**src/rtl/fdc_seq_pkg.sv**
```systemverilog
package fdc_seq_pkg;

   typedef enum logic [1:0] {
      PH_CMD,
      PH_PARAM,
      PH_RESULT
   } phase_e;

   typedef enum logic [3:0] {
      K_TIMING,
      K_RECAL,
      K_INTSTAT,
      K_DUMP,
      K_SEEK,
      K_IDENT,
      K_PERP,
      K_CONFIG,
      K_LOCK,
      K_BAD
   } kind_e;

   localparam logic [4:0] OP_TIMING  = 5'h03;
   localparam logic [4:0] OP_RECAL   = 5'h07;
   localparam logic [4:0] OP_INTSTAT = 5'h08;
   localparam logic [4:0] OP_DUMP    = 5'h0E;
   localparam logic [4:0] OP_SEEK    = 5'h0F;
   localparam logic [4:0] OP_IDENT   = 5'h10;
   localparam logic [4:0] OP_PERP    = 5'h12;
   localparam logic [4:0] OP_CONFIG  = 5'h13;
   localparam logic [4:0] OP_LOCK    = 5'h14;

   localparam logic [7:0] BYTE_INVALID = 8'h80;
   localparam logic [7:0] ST0_SEEK_END = 8'h20;

endpackage

```
**src/rtl/fdc_cmd_decode.sv**
```systemverilog
module fdc_cmd_decode
   import fdc_seq_pkg::*;
(
   input  logic [4:0] op_bits,
   output kind_e      kind,
   output logic [1:0] n_params
);

   always_comb begin
      kind     = K_BAD;
      n_params = 2'd0;
      case (op_bits)
         OP_TIMING:  begin kind = K_TIMING;  n_params = 2'd2; end
         OP_RECAL:   begin kind = K_RECAL;   n_params = 2'd1; end
         OP_INTSTAT: begin kind = K_INTSTAT; n_params = 2'd0; end
         OP_DUMP:    begin kind = K_DUMP;    n_params = 2'd0; end
         OP_SEEK:    begin kind = K_SEEK;    n_params = 2'd2; end
         OP_IDENT:   begin kind = K_IDENT;   n_params = 2'd0; end
         OP_PERP:    begin kind = K_PERP;    n_params = 2'd1; end
         OP_CONFIG:  begin kind = K_CONFIG;  n_params = 2'd3; end
         OP_LOCK:    begin kind = K_LOCK;    n_params = 2'd0; end
         default:    begin kind = K_BAD;     n_params = 2'd0; end
      endcase
   end

endmodule

```
**src/rtl/fdc_state_regs.sv**
```systemverilog
module fdc_state_regs
   import fdc_seq_pkg::*;
#(
   parameter int NUM_DRIVES = 4,
   localparam int DRV_W = (NUM_DRIVES > 1) ? $clog2(NUM_DRIVES) : 1
) (
   input  logic                    clk,
   input  logic                    rst_n,
   input  logic                    fire,
   input  kind_e                   fire_kind,
   input  logic [7:0]              arg0,
   input  logic [7:0]              arg1,
   input  logic [7:0]              arg2,
   input  logic                    lock_val,
   input  logic                    done,
   input  logic [DRV_W-1:0]        done_drive,
   input  logic [7:0]              done_cyl,
   output logic [7:0]              timing_a,
   output logic [7:0]              timing_b,
   output logic [7:0]              cfg_a,
   output logic [7:0]              cfg_b,
   output logic [6:0]              perp,
   output logic                    lock_q,
   output logic [NUM_DRIVES*8-1:0] cyl_flat,
   output logic [NUM_DRIVES-1:0]   seeking,
   output logic                    int_pend,
   output logic [DRV_W-1:0]        int_drive
);

   logic             mv_start;
   logic [DRV_W-1:0] mv_drive;
   logic             int_ack;

   assign mv_start = fire && (fire_kind == K_SEEK || fire_kind == K_RECAL);
   assign mv_drive = arg0[DRV_W-1:0];
   assign int_ack  = fire && (fire_kind == K_INTSTAT);

   always_ff @(posedge clk or negedge rst_n) begin
      if (!rst_n) begin
         timing_a <= '0;
         timing_b <= '0;
         cfg_a    <= '0;
         cfg_b    <= '0;
         perp     <= '0;
         lock_q   <= 1'b0;
      end else if (fire) begin
         case (fire_kind)
            K_TIMING: begin timing_a <= arg0; timing_b <= arg1; end
            K_CONFIG: begin cfg_a <= arg1; cfg_b <= arg2; end
            K_PERP:   perp   <= arg0[6:0];
            K_LOCK:   lock_q <= lock_val;
            default:  ;
         endcase
      end
   end

   for (genvar d = 0; d < NUM_DRIVES; d++) begin : g_drive
      always_ff @(posedge clk or negedge rst_n) begin
         if (!rst_n) begin
            seeking[d]        <= 1'b0;
            cyl_flat[d*8 +: 8] <= '0;
         end else begin
            if (done && done_drive == DRV_W'(d)) begin
               seeking[d]         <= 1'b0;
               cyl_flat[d*8 +: 8] <= done_cyl;
            end else if (mv_start && mv_drive == DRV_W'(d)) begin
               seeking[d] <= 1'b1;
            end
         end
      end
   end

   always_ff @(posedge clk or negedge rst_n) begin
      if (!rst_n) begin
         int_pend  <= 1'b0;
         int_drive <= '0;
      end else if (done) begin
         int_pend  <= 1'b1;
         int_drive <= done_drive;
      end else if (int_ack) begin
         int_pend  <= 1'b0;
      end
   end

endmodule

```
**src/rtl/fdc_result_queue.sv**
```systemverilog
module fdc_result_queue #(
   parameter int DEPTH = 9,
   localparam int LEN_W = $clog2(DEPTH + 1)
) (
   input  logic               clk,
   input  logic               rst_n,
   input  logic               load,
   input  logic [LEN_W-1:0]   load_len,
   input  logic [DEPTH*8-1:0] load_bytes,
   input  logic               pop,
   output logic [7:0]         head,
   output logic               last
);

   logic [7:0]       mem_q [DEPTH];
   logic [LEN_W-1:0] idx_q;
   logic [LEN_W-1:0] len_q;

   for (genvar i = 0; i < DEPTH; i++) begin : g_slot
      always_ff @(posedge clk or negedge rst_n) begin
         if (!rst_n)    mem_q[i] <= '0;
         else if (load) mem_q[i] <= load_bytes[i*8 +: 8];
      end
   end

   always_ff @(posedge clk or negedge rst_n) begin
      if (!rst_n) begin
         idx_q <= '0;
         len_q <= '0;
      end else if (load) begin
         idx_q <= '0;
         len_q <= load_len;
      end else if (pop) begin
         idx_q <= idx_q + LEN_W'(1);
      end
   end

   always_comb begin
      head = '0;
      for (int i = 0; i < DEPTH; i++) begin
         if (idx_q == LEN_W'(i)) head = mem_q[i];
      end
   end

   assign last = (idx_q + LEN_W'(1) == len_q);

endmodule

```
**src/rtl/fdc_phase_seq.sv**
```systemverilog
module fdc_phase_seq
   import fdc_seq_pkg::*;
#(
   parameter int         NUM_DRIVES = 4,
   parameter int         RQM_GAP    = 2,
   parameter logic [7:0] VERSION_ID = 8'h90,
   localparam int DRV_W     = (NUM_DRIVES > 1) ? $clog2(NUM_DRIVES) : 1,
   localparam int RES_DEPTH = NUM_DRIVES + 5,
   localparam int LEN_W     = $clog2(RES_DEPTH + 1)
) (
   input  logic             clk,
   input  logic             rst_n,
   input  logic             host_wr,
   input  logic [7:0]       host_wdata,
   input  logic             host_rd,
   output logic [7:0]       host_rdata,
   output logic [7:0]       status,
   output logic             pos_start,
   output logic [DRV_W-1:0] pos_drive,
   output logic [7:0]       pos_cyl,
   output logic             pos_recal,
   input  logic             pos_done,
   input  logic [DRV_W-1:0] pos_done_drive,
   input  logic [7:0]       pos_cur_cyl
);

   if (NUM_DRIVES < 1 || NUM_DRIVES > 4) begin : g_bad_drives
      $error("fdc_phase_seq: NUM_DRIVES must be 1..4");
   end
   if (RQM_GAP < 0 || RQM_GAP > 255) begin : g_bad_gap
      $error("fdc_phase_seq: RQM_GAP must be 0..255");
   end

   phase_e     phase_q;
   kind_e      kind_q;
   logic [1:0] need_q, got_q;
   logic [7:0] arg_q [2];
   logic       rdy;

   kind_e      dec_kind;
   logic [1:0] dec_n;

   fdc_cmd_decode u_dec (
      .op_bits  (host_wdata[4:0]),
      .kind     (dec_kind),
      .n_params (dec_n)
   );

   logic acc_wr, acc_rd;
   assign acc_wr = host_wr && rdy && (phase_q != PH_RESULT);
   assign acc_rd = host_rd && rdy && (phase_q == PH_RESULT);

   // Ready gap after each accepted byte
   if (RQM_GAP == 0) begin : g_nogap
      assign rdy = 1'b1;
   end else begin : g_gap
      localparam int GAP_W = $clog2(RQM_GAP + 1);
      logic [GAP_W-1:0] gap_q;
      always_ff @(posedge clk or negedge rst_n) begin
         if (!rst_n)                gap_q <= '0;
         else if (acc_wr || acc_rd) gap_q <= GAP_W'(RQM_GAP);
         else if (gap_q != '0)      gap_q <= gap_q - GAP_W'(1);
      end
      assign rdy = (gap_q == '0);
   end

   // Command completion
   logic       fire;
   kind_e      fire_kind;
   logic [7:0] eff0, eff1, eff2;

   always_comb begin
      fire      = 1'b0;
      fire_kind = dec_kind;
      if (acc_wr && phase_q == PH_CMD) begin
         fire      = (dec_n == 2'd0);
         fire_kind = dec_kind;
      end else if (acc_wr && phase_q == PH_PARAM) begin
         fire      = (got_q == need_q - 2'd1);
         fire_kind = kind_q;
      end
      eff0 = (got_q == 2'd0) ? host_wdata : arg_q[0];
      eff1 = (got_q == 2'd1) ? host_wdata : arg_q[1];
      eff2 = host_wdata;
   end

   logic [7:0]              timing_a, timing_b, cfg_a, cfg_b;
   logic [6:0]              perp;
   logic                    lock_q;
   logic [NUM_DRIVES*8-1:0] cyl_flat;
   logic [NUM_DRIVES-1:0]   seeking;
   logic                    int_pend;
   logic [DRV_W-1:0]        int_drive;

   fdc_state_regs #(.NUM_DRIVES(NUM_DRIVES)) u_regs (
      .clk        (clk),
      .rst_n      (rst_n),
      .fire       (fire),
      .fire_kind  (fire_kind),
      .arg0       (eff0),
      .arg1       (eff1),
      .arg2       (eff2),
      .lock_val   (host_wdata[7]),
      .done       (pos_done),
      .done_drive (pos_done_drive),
      .done_cyl   (pos_cur_cyl),
      .timing_a   (timing_a),
      .timing_b   (timing_b),
      .cfg_a      (cfg_a),
      .cfg_b      (cfg_b),
      .perp       (perp),
      .lock_q     (lock_q),
      .cyl_flat   (cyl_flat),
      .seeking    (seeking),
      .int_pend   (int_pend),
      .int_drive  (int_drive)
   );

   // Result payload
   logic [RES_DEPTH*8-1:0] res_bytes;
   logic [LEN_W-1:0]       res_len;

   always_comb begin
      res_bytes = '0;
      res_len   = '0;
      case (fire_kind)
         K_IDENT: begin
            res_bytes[7:0] = VERSION_ID;
            res_len        = LEN_W'(1);
         end
         K_LOCK: begin
            res_bytes[7:0] = {3'b000, host_wdata[7], 4'b0000};
            res_len        = LEN_W'(1);
         end
         K_INTSTAT: begin
            if (int_pend) begin
               res_bytes[7:0]  = ST0_SEEK_END | {{(8-DRV_W){1'b0}}, int_drive};
               res_bytes[15:8] = cyl_flat[int_drive*8 +: 8];
               res_len         = LEN_W'(2);
            end else begin
               res_bytes[7:0] = BYTE_INVALID;
               res_len        = LEN_W'(1);
            end
         end
         K_DUMP: begin
            for (int d = 0; d < NUM_DRIVES; d++) begin
               res_bytes[d*8 +: 8] = cyl_flat[d*8 +: 8];
            end
            res_bytes[NUM_DRIVES*8      +: 8] = timing_a;
            res_bytes[(NUM_DRIVES+1)*8  +: 8] = timing_b;
            res_bytes[(NUM_DRIVES+2)*8  +: 8] = {lock_q, perp};
            res_bytes[(NUM_DRIVES+3)*8  +: 8] = cfg_a;
            res_bytes[(NUM_DRIVES+4)*8  +: 8] = cfg_b;
            res_len = LEN_W'(RES_DEPTH);
         end
         K_BAD: begin
            res_bytes[7:0] = BYTE_INVALID;
            res_len        = LEN_W'(1);
         end
         default: ;
      endcase
   end

   logic q_last;

   fdc_result_queue #(.DEPTH(RES_DEPTH)) u_resq (
      .clk        (clk),
      .rst_n      (rst_n),
      .load       (fire && res_len != '0),
      .load_len   (res_len),
      .load_bytes (res_bytes),
      .pop        (acc_rd),
      .head       (host_rdata),
      .last       (q_last)
   );

   // Phase sequencing
   always_ff @(posedge clk or negedge rst_n) begin
      if (!rst_n) begin
         phase_q  <= PH_CMD;
         kind_q   <= K_BAD;
         need_q   <= '0;
         got_q    <= '0;
         arg_q[0] <= '0;
         arg_q[1] <= '0;
      end else begin
         if (acc_wr && phase_q == PH_CMD) begin
            kind_q <= dec_kind;
            need_q <= dec_n;
            got_q  <= '0;
         end else if (acc_wr && phase_q == PH_PARAM) begin
            if (got_q == 2'd0) arg_q[0] <= host_wdata;
            if (got_q == 2'd1) arg_q[1] <= host_wdata;
            got_q <= got_q + 2'd1;
         end

         if (fire) begin
            phase_q <= (res_len != '0) ? PH_RESULT : PH_CMD;
         end else if (acc_wr && phase_q == PH_CMD) begin
            phase_q <= PH_PARAM;
         end else if (acc_rd && q_last) begin
            phase_q <= PH_CMD;
         end
      end
   end

   // Head move dispatch
   always_ff @(posedge clk or negedge rst_n) begin
      if (!rst_n) begin
         pos_start <= 1'b0;
         pos_drive <= '0;
         pos_cyl   <= '0;
         pos_recal <= 1'b0;
      end else begin
         pos_start <= fire && (fire_kind == K_SEEK || fire_kind == K_RECAL);
         if (fire && (fire_kind == K_SEEK || fire_kind == K_RECAL)) begin
            pos_drive <= eff0[DRV_W-1:0];
            pos_recal <= (fire_kind == K_RECAL);
            pos_cyl   <= (fire_kind == K_RECAL) ? 8'h00 : eff1;
         end
      end
   end

   // Status word
   logic [3:0] seek4;
   always_comb begin
      seek4 = '0;
      seek4[NUM_DRIVES-1:0] = seeking;
      status = {rdy, (phase_q == PH_RESULT), 1'b0, (phase_q != PH_CMD), seek4};
   end

endmodule

```
**config.mk**
```make
export PLATFORM = sky130hd
export DESIGN_NAME = fdc_phase_seq
export DESIGN_NICKNAME = d
export VERILOG_FILES = /design/src/rtl/fdc_seq_pkg.sv /design/src/rtl/fdc_cmd_decode.sv /design/src/rtl/fdc_state_regs.sv /design/src/rtl/fdc_result_queue.sv /design/src/rtl/fdc_phase_seq.sv
export SDC_FILE = /design/constraint.sdc
export NUM_CORES = 1
export LEC_CHECK = 0
export BUFFER_PORTS_ARGS = -buffer_cell sky130_fd_sc_hd__buf_4
export CAP_MARGIN = 30
export CORE_MARGIN = 2
export CORE_UTILIZATION = 39
export CTS_CLUSTER_DIAMETER = 60
export DETAILED_ROUTE_END_ITERATION = 16
export PLACE_DENSITY_LB_ADDON = 0.12
export SETUP_SLACK_MARGIN = 0.02
export SYNTH_ARGS = -nofsm -noshare
export SYNTH_HDL_FRONTEND = slang
export SYNTH_HIERARCHICAL = 1
export SYNTH_SLANG_ARGS = --single-unit
```
**constraint.sdc**
```tcl
create_clock -name clk -period 5.6 [get_ports clk]
set_clock_uncertainty 0.05 [all_clocks]
set_input_delay 0.56 -clock clk [delete_from_list [all_inputs] [get_ports clk]]
set_output_delay 0.56 -clock clk [all_outputs]
set_load 0.02 [all_outputs]
```
Word level (Yosys, flattened, before mapping)

Memories as Yosys holds them, arrays and structs flattened.
Index checks and enable logic that the tools add are counted.

Bits in read-only memories: 192
Bits in latches: 0
RAM bits: 0
Input port bits: 23
Memories kept: 1
Bits in registers: 199
Word-level logic and storage cells: 163

Order comparisons: 0
Shifts and indexed selects: 1
Divide/modulo/power cells: 0
Bitwise operators: 1
Equality and inequality tests: 29
Multiplexer cells: 43
Add/subtract/negate cells: 4
Multiply operators: 0
Reduce and logical (&&, ||, !) cells: 46

Memories:

| name            | depth | width | read ports | clocked after Yosys merged registers in | write ports | line                 | source |
|---|---|---|---|---|---|---|---|
| (no name shown) | 32    | 6     | 1          | 0                                       | 0           | fdc_cmd_decode.sv:12 | `case (op_bits)` |

Operators by type and width:

| operator                                                           | count |
|---|---|
| 8-bit 2-to-1 mux                                                   | 14 |
| 56-bit 2-to-1 mux                                                  | 1 |
| 8-bit one-hot mux with 5 select lines                              | 1 |
| 4-bit by 3-bit == test with 1-bit output, second input constant    | 8 |
| 32-bit by 6-bit variable part select with 8-bit output             | 1 |
| 2-bit nonzero test                                                 | 10 |
| 1-bit logical AND                                                  | 18 |
| 2-bit 2-to-1 mux                                                   | 9 |
| 4-bit by 2-bit == test with 1-bit output, second input constant    | 4 |
| 4-bit 2-to-1 mux                                                   | 4 |
| 8-bit one-hot mux with 2 select lines                              | 1 |
| 4-bit == test, second input constant                               | 3 |
| 2-bit zero test                                                    | 6 |
| 1-bit 2-to-1 mux                                                   | 12 |
| 4-bit one-hot mux with 3 select lines                              | 1 |
| 2-bit == test, second input constant                               | 5 |
| 2-bit AND reduction                                                | 5 |
| 2-bit by 1-bit == test with 1-bit output, second input constant    | 4 |
| 4-bit by 1-bit == test with 1-bit output, second input constant    | 2 |
| 4-bit zero test                                                    | 2 |
| 4-bit by 1-bit adder with 4-bit output, second input constant      | 1 |
| 4-bit == test                                                      | 1 |
| 4-bit nonzero test                                                 | 1 |
| 2-bit by 1-bit subtractor with 2-bit output, second input constant | 2 |
| other kinds (7)                                                    | 8 |

Depth between registers and ports, before layout

Word-level depth: 12
Mapped depth: 14
Depth with buffers taken out: 9

Modules after synthesis

The synthesis kept the hierarchy.

By module, submodules not included:

| module           | sequential area each (um^2) | area an instance (um^2) | cells each | times used |
|---|---|---|---|---|
| fdc_result_queue | 2001.9                      | 3848.7                  | 326        | 1 |
| fdc_state_regs   | 1976.9                      | 3091.7                  | 186        | 1 |
| fdc_phase_seq    | 1003.5                      | 2954.1                  | 293        | 1 |
| fdc_cmd_decode   | 0.0                         | 185.2                   | 28         | 1 |

Worst setup path after synthesis

OpenSTA, ideal clock, no wires.

Path kind: input-to-reg
Start point: input host_wdata[2]
End point: register u_resq/mem_q[16] in the netlist's numbering
Data arrival time: 2.889 ns
Data required time: 5.425 ns
Stages on the path: 12
Setup slack: 2.536 ns
Path buffers: 4
Cells stage by stage: buf_6 > or3_4 > a311oi_2 > nor2_1 > nand3b_1 > o21ai_0 > a32oi_1 > a21boi_0 > buf_2 > buf_2 > buf_2 > mux2_2

Longest elaborated chain between the ends: 8
Elaborated cells between the ends (all ways): 15
Those cells by class: eq/ne (5); mux (5); reduce/logical (4); memory (1)

RTL lines:

| what                                                                             | line                   | source |
|---|---|---|
| start: declaration                                                               | fdc_phase_seq.sv:14    | `input logic [7:0] host_wdata,` |
| memory read 32 x 6 bit *                                                         | --                     |  |
| named net dec_kind[3]                                                            | fdc_phase_seq.sv:40    | `kind_e dec_kind;` |
| 4-bit 2-to-1 mux                                                                 | fdc_phase_seq.sv:78    | `end else if (acc_wr && phase_q == PH_PARAM) begin` |
| 4-bit 2-to-1 mux *                                                               | fdc_phase_seq.sv:75    | `if (acc_wr && phase_q == PH_CMD) begin` |
| 4-bit == test / 4-bit by 3-bit == test with 1-bit output (equally long branches) | fdc_phase_seq.sv:126   | `case (fire_kind)` |
| 3-bit OR reduction (no source line)                                              | --                     |  |
| 4-bit one-hot mux with 3 select lines                                            | fdc_phase_seq.sv:126   |  |
| 4-bit nonzero test                                                               | fdc_phase_seq.sv:169   | `.load (fire && res_len != '0),` |
| 1-bit logical AND                                                                | fdc_phase_seq.sv:169   |  |
| end signal: indexed assignment                                                   | fdc_result_queue.sv:22 | `else if (load) mem_q[i] <= load_bytes[i*8 +: 8];` |
| end: declaration                                                                 | fdc_result_queue.sv:15 | `logic [7:0] mem_q [DEPTH];` |

The timed path passes the listed nets; every way through them passes the cells marked *.
A chain may end at the register's enable or synchronous reset.

Final worst setup path

Start point: register u_resq.idx_q[0]
End point: output host_rdata[0]

Longest elaborated chain between the ends: 10
Elaborated cells between the ends (all ways): 18
Those cells by class: eq/ne (8); mux (9); reduce/logical (1)

RTL lines:

| what                           | line                   | source |
|---|---|---|
| start: declaration             | fdc_result_queue.sv:16 | `logic [LEN_W-1:0] idx_q;` |
| start signal: assignment       | fdc_result_queue.sv:34 | `idx_q <= idx_q + LEN_W'(1);` |
| 4-bit zero test                | fdc_result_queue.sv:41 | `if (idx_q == LEN_W'(i)) head = mem_q[i];` |
| 8-bit 2-to-1 mux (8 in series) | fdc_result_queue.sv:41 |  |
| 8-bit 2-to-1 mux *             | fdc_result_queue.sv:41 |  |
| end: declaration               | fdc_phase_seq.sv:16    | `output logic [7:0] host_rdata,` |

Mark *: on every way between the ends. The rest lies on a longest branch, timed or not.

==> results by stage <==
Outcome:
- The run finished with clean final reports.

Worst setup path:
- The highest cell delay on the worst timing path is 0.84 ns.
- The signal on the critical path passes through ha_1, nor2b_4, a221o_1, a32oi_1, o21ai_1, buf_4.
- Along the worst path, the maximum fanout reaches 18.
- STA puts the critical path data required time at 4.99 ns.
- Grouping stages by cell kind, the critical path spends the most delay in compound AO/OA/AOI/OAI gates.
- The cell with the largest stage delay on the worst path is ha_1.
- The worst setup path is launched from a flop.
- The count of buffering cells on the critical path with inverters included is 1.
- The critical path endpoint category is an output pin.
- The kind of critical path is flop to output pin.
- Data arrives at the worst endpoint at 3.04 ns.

Floorplanning:
- The die is 165 um tall.
- The total number of placement rows is 58.
- Once the floorplan was initialized, standard cells occupied 39.9% of the core.
- In this run the count of I/O pins placed on the die edge is between 50 and 60.
- The width of the die is 165 um.
- The floorplan step defined a die boundary enclosing 27100 sq um.
- The core area is 25300 sq um.

Routing:
- The number of iterations in the first detailed-routing pass is 6.
- The post-route antenna net violation count is 0.
- The total wire length is 24.1 mm.
- The first routing iteration left 375 violations.
- In the final routed layout, each cell accounts on average for 20.1 um.
- For this run, design rule violations remaining after detail routing come to 0.
- The overall via count from detail_route is roughly 6600.
- The via count normalized by instance count is 5.51.

Place:
- Buffers placed on the I/O ports in this run total 49.
- Routability-driven placement finished with a final weighted congestion of around 0.89.
- The half-perimeter wire length of the detailed placement result is 16.6 mm.
- The area of placed instances is between 10000 and 15000 sq um.

Clock tree:
- The buffer type at the clock tree root is clkbuf_16.
- The TritonCTS clock tree is built.
- Clock latency on the worst-skew pair, taken at its later pin, is 0.43 ns.
- Once the clock tree was built, the resizer swapped 0 gates to a different size.
- The number of buffers created by CTS is 17.
- The CTS clock-pin slew for the worst setup and hold paths is around 0.080 ns.
- The clock net in this run drives a total of 199 sinks.
- The number of buffers inserted by post-CTS setup repair is 0.
- The depth of the CTS H-tree is 4.
- The maximum number of buffers from clock root to sink is 2.

Power:
- For this design the ratio of total power to cell area is 396 nW/um^2.
- The leakage power is 5.20 nW.
- The worst-case vdd ir drop is approximately 0.17 mV.
- Overall power consumption after layout is estimated at 4.46 mW.

Yosys:
- The number of different library cells used by synthesis comes to 64.
- Among all flip-flop cells after synthesis, the most frequent one is dfrtp_1.
- The fraction of the mapped netlist area in adder cells is 0.869%.
- The main combinational cell family by area after synthesis is multiplexers.
- Counting flops and latches in the post-synthesis netlist gives about 200.
- The number of synthesis warnings is 6.
- The sequential share of the synthesized area is 49.4%.
- The most common cell in the synthesized netlist is dfrtp_1.
- The mean area per synthesized cell is 12.1 sq um.
- The xor and xnor fraction of the mapped netlist area is 1.22%.
- The fraction of synthesized area in multiplexers is 22.6%.
- The mapped cell area is 10100 sq um.
- Ranked by instance count, the synthesized netlist is headed by 197 x dfrtp_1, 166 x mux2_2, 59 x and2_1.
- Of all flip-flops after synthesis, the portion carrying an async set or reset was 100%.
- The synthesized-area fraction occupied by ao, oa, aoi and oai cells is 9.68%.
- The fraction of the mapped netlist area in simple logic gates is 11.7%.
- The number of enable-type register cells in the synthesized netlist is 0.
- The area fraction of the dominant cell type after synthesis is 48.9%.
- The number of standard cells after synthesis is 833.
- By area the synthesized netlist is led by dfrtp_1 49%, mux2_2 19%, and2_1 3.7%.
- The cell accounting for the most synthesized area is dfrtp_1.

Final layout:
- The final-stage net count is 884.
- The post-route standard cell area excluding fillers is 11300 sq um.
- The diode insertion count for antenna repair is 0.
- From synthesis to final layout, the design area changed by 11.7%.
- Counting the fill cells in the layout gives 2379.
- The ratio of cells with drive above 1 in the final layout is between 30% and 40%.

STA:
- The total count of hold-check failures in the final report came to 0.
- The post-route minimum period is about 3.7 ns.
- The worst-margin pin slew is 0.994 ns.
- Setup violations remaining at the end of the flow were counted as 0.
- In this run the tightest slew margin relative to its limit is 33.3%.
- The number of pins with negative max-slew slack in the final report came to 0.
- Setup repair after global routing left no endpoint under its margin.
- The achievable frequency is 274 MHz.
- In the finished design, the share of the clock period the worst path needs comes to 65.3%.
- Adding up every negative setup slack in the final design gives 0 ns.

GRT:
- The first global-routing pass estimated just under 40 mm of wire.
- The pin count of the biggest net entering global routing is 110.
- The initial antenna violation count is 1.
- The number of global-route vias before repair is 6674.
- The leftover overflow at the end of global routing is 0.
- The global-route usage over all layers is 18.6%.

Worst hold path:
- The type of the most critical hold path is input pin to flop.

Flow run:
- Across the run, the number of max-cap violations was 0.
-- routing by layer --
| layer | global-route usage (%) | share of wire [%] |
|---|---|---|
| met1 | 26.7 | 47 |
| met2 | 28.8 | 47 |
| met3 | 2.96 | 3.6 |
| met4 | 6.48 | 2.4 |
| met5 | 0 | 0 |
-- final timing paths --
check	slack [ns]	startpoint	endpoint	cells past startpoint
max in group asynchronous	3.60	rst_n	u_resq/mem_q[58]	4
max	1.95	u_resq/idx_q[0]	host_rdata[0]	6
min	0.32	pos_done	u_regs/int_pend	2
max reg2reg	2.25	g_gap.gap_q[0]	u_resq/mem_q[3]	9
min reg2reg	0.45	u_regs/seeking[3]	u_regs/seeking[3]	2
min in group asynchronous	0.44	rst_n	u_regs/cyl_flat[10]	2
-- area by class of cell --
| cell class | count | area (sq um) | share of cell area [%] |
|---|---|---|---|
| multi-input combinational | 547 | 4660 | 41.3 |
| timing repair buffer | 58 | 517 | 4.59 |
| tap | 330 | 413 | 3.67 |
| sequential | 199 | 4980 | 44.2 |
| inverter | 31 | 116 | 1.03 |
| clock inverter | 12 | 110 | 0.978 |
| clock buffer | 20 | 467 | 4.14 |
-- per-stage QoR --
step | utilization (%) | hold WS, ns | instances | setup WS [ns]
after CTS | 44.3 | 0.214 | 1194 | 1.95
after global routing | 44.6 | 0.308 | 1197 | 1.74
after floorplan | - | 0.214 | 834 | 2.54
after global placement | 41.9 | 0.424 | 1160 | 1.97
after detailed placement | 42.0 | 0.427 | 1162 | 2.12
final | 44.6 | 0.321 | 1197 | 1.95
-- cell families (layout without fill, tap and decap cells) --
family	Yosys count	after routing
other cells	1	2
simple gates	193	193
mux	191	191
fa+ha+maj	7	7
flops	199	199
buf+inv	88	121
compound gates	140	140
xor+xnor	14	14
-- report_power, final --
part | total [mW] | internal, mW | switching [mW]
sequential | 1.90 | 1.69 | 0.211
clock | 1.21 | 0.623 | 0.586
combinational | 1.35 | 0.588 | 0.762
-- cell usage in the layout, fill, tap and decap left out, types with 4 or more instances in the layout --
cell and n:
dfrtp_1 197, mux2_2 166, and2_1 59, buf_4 52, nand2_1 44, inv_1 31, o21ai_0 28, a21oi_1 24
a22o_1 18, o21ai_1 18, clkbuf_16 17, nor2_1 16, mux2_4 11, nor2b_1 10, nand3_1 9, xnor2_1 9
a32oi_1 9, nand2b_1 8, mux4_2 8, a221o_1 8, a22oi_1 8, a222oi_1 8, ha_1 7, mux2i_1 6
nor3_1 6, nand3b_1 5, xor2_1 5, and3_1 4, clkbuf_8 4, inv_8 4, clkinv_4 4, or2b_2 4
-- registers in the layout, summed over array words and instances (netlist names), 2 cells and up --
name	flops
u_resq/mem_q	72
u_regs/cyl_flat	32
arg_q	16
pos_cyl	8
u_regs/cfg_a	8
u_regs/cfg_b	8
u_regs/timing_a	8
u_regs/timing_b	8
u_regs/perp	7
kind_q	4
u_regs/seeking	4
u_resq/idx_q	4
u_resq/len_q	4
g_gap.gap_q	2
got_q	2
need_q	2
phase_q	2
pos_drive	2
u_regs/int_drive	2
-- worst reg2reg max path, stage by stage (launching register included) --
cell and delay (ns):
dfrtp_1 0.36, inv_1 0.09, ha_1 0.37, nand4b_4 0.57
nor3_2 0.44, nor2_1 0.13, a21boi_4 0.14, buf_4 0.31
buf_16 0.33, mux2_2 0.44
-- what timing repair did --
| action | CTS | global route |
|---|---|---|
| hold buffers | 0 | 1 |
| hold endpoints to repair | 0 | 4 |
| setup endpoints to repair | 0 | 0 |
(Power assumes the default switching activity.)
